[src/rtl/bank_arb_pkg.sv]
package bank_arb_pkg;

  typedef enum logic [1:0] {
    CLS_DMA = 2'd0,
    CLS_IOP = 2'd1,
    CLS_CPU = 2'd2
  } req_class_e;

  // Requester index to priority class: DMA indices first, then I/O processor, then compute
  function automatic req_class_e class_of(input int unsigned idx,
                                          input int unsigned n_dma,
                                          input int unsigned n_iop);
    if (idx < n_dma)              return CLS_DMA;
    else if (idx < n_dma + n_iop) return CLS_IOP;
    else                          return CLS_CPU;
  endfunction

endpackage

[src/rtl/prio_pick.sv]
module prio_pick #(
  parameter int N  = 5,
  parameter int IW = 3
) (
  input  logic [N-1:0]  vec_i,
  output logic [N-1:0]  onehot_o,
  output logic [IW-1:0] idx_o,
  output logic          any_o
);

  always_comb begin
    onehot_o = '0;
    idx_o    = '0;
    for (int i = N - 1; i >= 0; i--) begin
      if (vec_i[i]) begin
        onehot_o    = '0;
        onehot_o[i] = 1'b1;
        idx_o       = IW'(i);
      end
    end
  end

  assign any_o = |vec_i;

endmodule

[src/rtl/bank_slot.sv]
module bank_slot
  import bank_arb_pkg::*;
#(
  parameter int NUM_REQ = 5,
  parameter int NUM_DMA = 2,
  parameter int NUM_IOP = 1,
  parameter int BW      = 3,
  parameter int IW      = 3,
  parameter int LAT_CYC = 2,
  parameter int BANK_ID = 0
) (
  input  logic                  clk,
  input  logic                  rst,
  input  logic                  stb_i,
  input  logic [NUM_REQ-1:0]    req_vld_i,
  input  logic [NUM_REQ*BW-1:0] req_bank_i,
  output logic [NUM_REQ-1:0]    win_o
);

  localparam int CW = (LAT_CYC > 1) ? $clog2(LAT_CYC + 1) : 1;

  logic [NUM_REQ-1:0] hit, cpu_m, barred, elig, lockv, resv_cand, resv_oh;
  logic [IW-1:0]      resv_idx, res_id;
  logic               resv_any, win_any;
  logic [IW-1:0]      win_idx;
  logic               res_v, res_g, res_done, res_wd, res_live;
  logic [CW-1:0]      res_cnt;
  req_class_e         res_cls;

  for (genvar r = 0; r < NUM_REQ; r++) begin : g_req
    assign hit[r]   = req_vld_i[r] && (req_bank_i[r*BW +: BW] == BW'(BANK_ID));
    assign cpu_m[r] = (class_of(r, NUM_DMA, NUM_IOP) == CLS_CPU);
  end

  always_comb begin
    res_cls  = class_of(int'(res_id), NUM_DMA, NUM_IOP);
    res_done = res_v && res_g && (res_cnt == CW'(1));
    res_wd   = res_v && !res_g && !hit[res_id];
    res_live = res_v && !res_done && !res_wd;
    for (int r = 0; r < NUM_REQ; r++)
      barred[r] = res_live && (class_of(r, NUM_DMA, NUM_IOP) > res_cls);
  end

  assign elig      = hit & ~barred;
  assign lockv     = hit & ~win_o;
  assign resv_cand = lockv & ~cpu_m;

  prio_pick #(.N(NUM_REQ), .IW(IW)) i_win_pick (
    .vec_i(elig), .onehot_o(win_o), .idx_o(win_idx), .any_o(win_any)
  );

  prio_pick #(.N(NUM_REQ), .IW(IW)) i_resv_pick (
    .vec_i(resv_cand), .onehot_o(resv_oh), .idx_o(resv_idx), .any_o(resv_any)
  );

  always_ff @(posedge clk) begin
    if (rst) begin
      res_v   <= 1'b0;
      res_g   <= 1'b0;
      res_id  <= '0;
      res_cnt <= '0;
    end else if (stb_i) begin
      if (res_live) begin
        if (!res_g && win_o[res_id]) begin
          res_g   <= 1'b1;
          res_cnt <= CW'(LAT_CYC);
        end else if (res_g) begin
          res_cnt <= res_cnt - CW'(1);
        end
      end else if (resv_any) begin
        res_v  <= 1'b1;
        res_g  <= 1'b0;
        res_id <= resv_idx;
      end else begin
        res_v <= 1'b0;
        res_g <= 1'b0;
      end
    end
  end

endmodule

[src/rtl/bank_interlock_arbiter.sv]
module bank_interlock_arbiter #(
  parameter int NUM_BANKS = 8,
  parameter int NUM_DMA   = 2,
  parameter int NUM_IOP   = 1,
  parameter int NUM_CPU   = 2,
  parameter int LAT_CYC   = 2,
  localparam int NUM_REQ  = NUM_DMA + NUM_IOP + NUM_CPU,
  localparam int BW       = (NUM_BANKS > 1) ? $clog2(NUM_BANKS) : 1,
  localparam int IW       = (NUM_REQ > 1) ? $clog2(NUM_REQ) : 1
) (
  input  logic                  clk,
  input  logic                  rst,
  input  logic                  cyc_stb_i,
  input  logic [NUM_REQ-1:0]    req_vld_i,
  input  logic [NUM_REQ*BW-1:0] req_bank_i,
  output logic [NUM_REQ-1:0]    gnt_o,
  output logic [NUM_REQ-1:0]    lock_o,
  output logic [NUM_BANKS-1:0]  busy_o
);

  logic [NUM_REQ-1:0]   win_bank [NUM_BANKS];
  logic [NUM_REQ-1:0]   gnt_nx, lock_nx, hit_any;
  logic [NUM_BANKS-1:0] busy_nx;

  for (genvar b = 0; b < NUM_BANKS; b++) begin : g_bank
    bank_slot #(
      .NUM_REQ(NUM_REQ), .NUM_DMA(NUM_DMA), .NUM_IOP(NUM_IOP),
      .BW(BW), .IW(IW), .LAT_CYC(LAT_CYC), .BANK_ID(b)
    ) i_slot (
      .clk(clk), .rst(rst), .stb_i(cyc_stb_i),
      .req_vld_i(req_vld_i), .req_bank_i(req_bank_i),
      .win_o(win_bank[b])
    );
    assign busy_nx[b] = |win_bank[b];
  end

  for (genvar r = 0; r < NUM_REQ; r++) begin : g_valid
    assign hit_any[r] = req_vld_i[r] && (int'(req_bank_i[r*BW +: BW]) < NUM_BANKS);
  end

  always_comb begin
    gnt_nx = '0;
    for (int b = 0; b < NUM_BANKS; b++) gnt_nx = gnt_nx | win_bank[b];
    lock_nx = hit_any & ~gnt_nx;
  end

  always_ff @(posedge clk) begin
    if (rst) begin
      gnt_o  <= '0;
      lock_o <= '0;
      busy_o <= '0;
    end else if (cyc_stb_i) begin
      gnt_o  <= gnt_nx;
      lock_o <= lock_nx;
      busy_o <= busy_nx;
    end
  end

endmodule

[config.mk]
export PLATFORM = sky130hd
export DESIGN_NAME = bank_interlock_arbiter
export DESIGN_NICKNAME = d
export VERILOG_FILES = /design/src/rtl/bank_arb_pkg.sv /design/src/rtl/prio_pick.sv /design/src/rtl/bank_slot.sv /design/src/rtl/bank_interlock_arbiter.sv
export SDC_FILE = /design/constraint.sdc
export NUM_CORES = 1
export LEC_CHECK = 0
export ABC_AREA = 1
export BUFFER_PORTS_ARGS = -buffer_cell sky130_fd_sc_hd__clkbuf_2
export CORE_UTILIZATION = 50
export DETAILED_ROUTE_END_ITERATION = 10
export PLACE_DENSITY = 0.67
export SYNTH_ARGS = -nofsm -noshare
export SYNTH_HDL_FRONTEND = slang
export SYNTH_HIERARCHICAL = 1
export SYNTH_SLANG_ARGS = --single-unit
export TNS_END_PERCENT = 20
[constraint.sdc]
create_clock -name clk -period 2.9 [get_ports clk]
set_input_delay 0.145 -clock clk [delete_from_list [all_inputs] [get_ports clk]]
set_output_delay 0.145 -clock clk [all_outputs]
set_load 0.05 [all_outputs]
==> out/metrics.yaml <==
grt_first_pass_wirelength_um: 28200
worstHoldEndpoint: "lock_o[0]"
max-slew-margin-rel: 0.581
htree_num_levels: 3
areaGrowthSynthToFinish_pct: 9.91
drt_wl_total_um: 16800
post_cts_buffers: 0
end_kind: "flop"
drt-initial-drc-count: 488
holdPathStages: 3
fill_cells: 1393
drt-pass1-iter-count: 5
via_count: 6995
drtAntennaViolNets: 0
clk_pin_slew_ps: 60
fin_util: 0.570
cts_max_path_buffers: 2
fin_crit_sh: 0.863
avgSynthCellArea_um2: 5.48
layout_common_cells: "316 x nand2_1, 269 x inv_1, 225 x nor2_1"
crit_arrival_ps: 2750
setup_viol: 0
syn-instance-count: 1215
leakagePower_nw: 4.35
dpl_worst_slack_ps: 398
critPathMaxFanout: 4
die-height_um: 117
rsz0062_at_grt: "false"
final_common_cell: "nand2_1"
rows: 41
status: "complete, no violations"
whs_ps: 179
yosys_warnings: 6
viasPerCell: 4.88
rrSetupSlack_ps: 400
drv_cap: 0
r2r_cells: 17
critPathKind: "reg2reg"
grt-ovfl-total: 0
pin_count: 41
holdCritStartpoint: "req_vld_i[0]"
irDropWorstVdd_v: 0.000239
drive_gt1_frac: 0.116
hold_viol: 0
r2r-end: "g_bank[2].i_slot/res_cnt[0]"
final_max_slew_viol_count: 0
wl_per_cell_um: 11.7
grt_max_degree: 48
cts_resized: 0
cts.sinks: 74
start_util: 0.519
fmaxAchievable_mhz: 399
fin_crit_ps: 2500
setup_slack_ps: 397
die_area_mm2: 0.0138
cts_hold_buf: 0
grt_antenna_before_repair: 0
skew_ps: 7.47
grt_pass1_vias: 6075
hpwl_um: 12900
clock_latency_ps: 350
hold_path_class: "in2reg"
tns_ps: 0
p_total_mw: 3.26
r2r-start: "g_bank[2].i_slot/res_cnt[0]"
startpoint_type: "flop"
drc: 0
power.density_mw_per_mm2: 446
n_antenna_cell: 0
syn_area_mm2: 0.00666
cts_tree: "done"
finalNetCount: 1288
cts_buffers: 9
io_buffers: 40
core_area_mm2: 0.0128
die_w_um: 117
place.gp.congestion: 0.926
max_slew.worst_pin.slew_ps: 628
root_buffer: "clkbuf_16"
grt_util_all_layers: 0.253
cp_data_required_time_ps: 3150
## worst max path at each step
| stage | endpoint | slack (ps) | from | cells after the start |
|---|---|---|---|---|
| after floorplan | g_bank[0].i_slot/res_cnt[0] | 710 | g_bank[0].i_slot/res_cnt[1] | 21 |
| after detailed placement | g_bank[0].i_slot/res_cnt[0] | 400 | g_bank[0].i_slot/res_cnt[1] | 20 |
| after global placement | g_bank[0].i_slot/res_cnt[0] | 410 | g_bank[0].i_slot/res_cnt[0] | 19 |
| final | g_bank[2].i_slot/res_cnt[0] | 400 | g_bank[2].i_slot/res_cnt[0] | 17 |
| after CTS | g_bank[0].i_slot/res_cnt[0] | 390 | g_bank[0].i_slot/res_cnt[1] | 20 |
| after global routing | g_bank[0].i_slot/res_cnt[0] | 100 | g_bank[0].i_slot/res_cnt[1] | 20 |
## through the flow
step	instances	area, um^2
floorplan	1231	6720
global placement	1418	6960
detailed placement	1418	6960
CTS	1434	7320
global route	1434	7320
finish	1434	7320
## worst max-delay path: stages, from the launching register on
cell	delay, ps
dfxtp_1	330
ha_1	200
a21boi_1	380
o2111ai_1	240
nand3_1	120
inv_1	60
nor2_2	90
nand2_1	50
nor2_1	260
nand3_1	120
nand2_1	70
o21ai_1	90
nand2_1	70
nand2_1	60
nor2_1	120
nand2_1	60
nand2_1	60
nor2_1	40
## power by group
part           internal [mW]  switching [mW]  total, mW
Combinational          0.236           0.539      0.775
Clock                  0.888           0.463       1.35
Sequential              1.08          0.0551       1.14
## layout make-up
type	instances	area, um^2	share of cell area
Clock buffer	12	256	0.0351
Clock inverter	4	97.6	0.0133
Inverter	282	1060	0.145
Multi-Input combinational cell	847	3970	0.543
Sequential cell	74	1480	0.202
Tap cell	172	215	0.0294
Timing Repair Buffer	43	238	0.0325
## sequential cells by signal (all words and copies together) (netlist names)
| register | count |
|---|---|
| lock_o | 5 |
| g_bank.i_slot/res_cnt | 16 |
| busy_o | 8 |
| g_bank.i_slot/res_v | 8 |
| g_bank.i_slot/res_id | 24 |
| g_bank.i_slot/res_g | 8 |
| gnt_o | 5 |
## metal layers
| layer | GRT usage | share of wire | wire length, um | vias to the layer above |
|---|---|---|---|---|
| met1 | 0.344 | 0.48 | 7990 | 3062 |
| met4 | 0.0804 | 0.013 | 220 | 0 |
| met5 | 0 | 0 | 0 | - |
| li1 | - | - | - | 3741 |
| met2 | 0.412 | 0.46 | 7670 | 179 |
| met3 | 0.0321 | 0.053 | 896 | 13 |
Power figures use the tool's default switching activity.
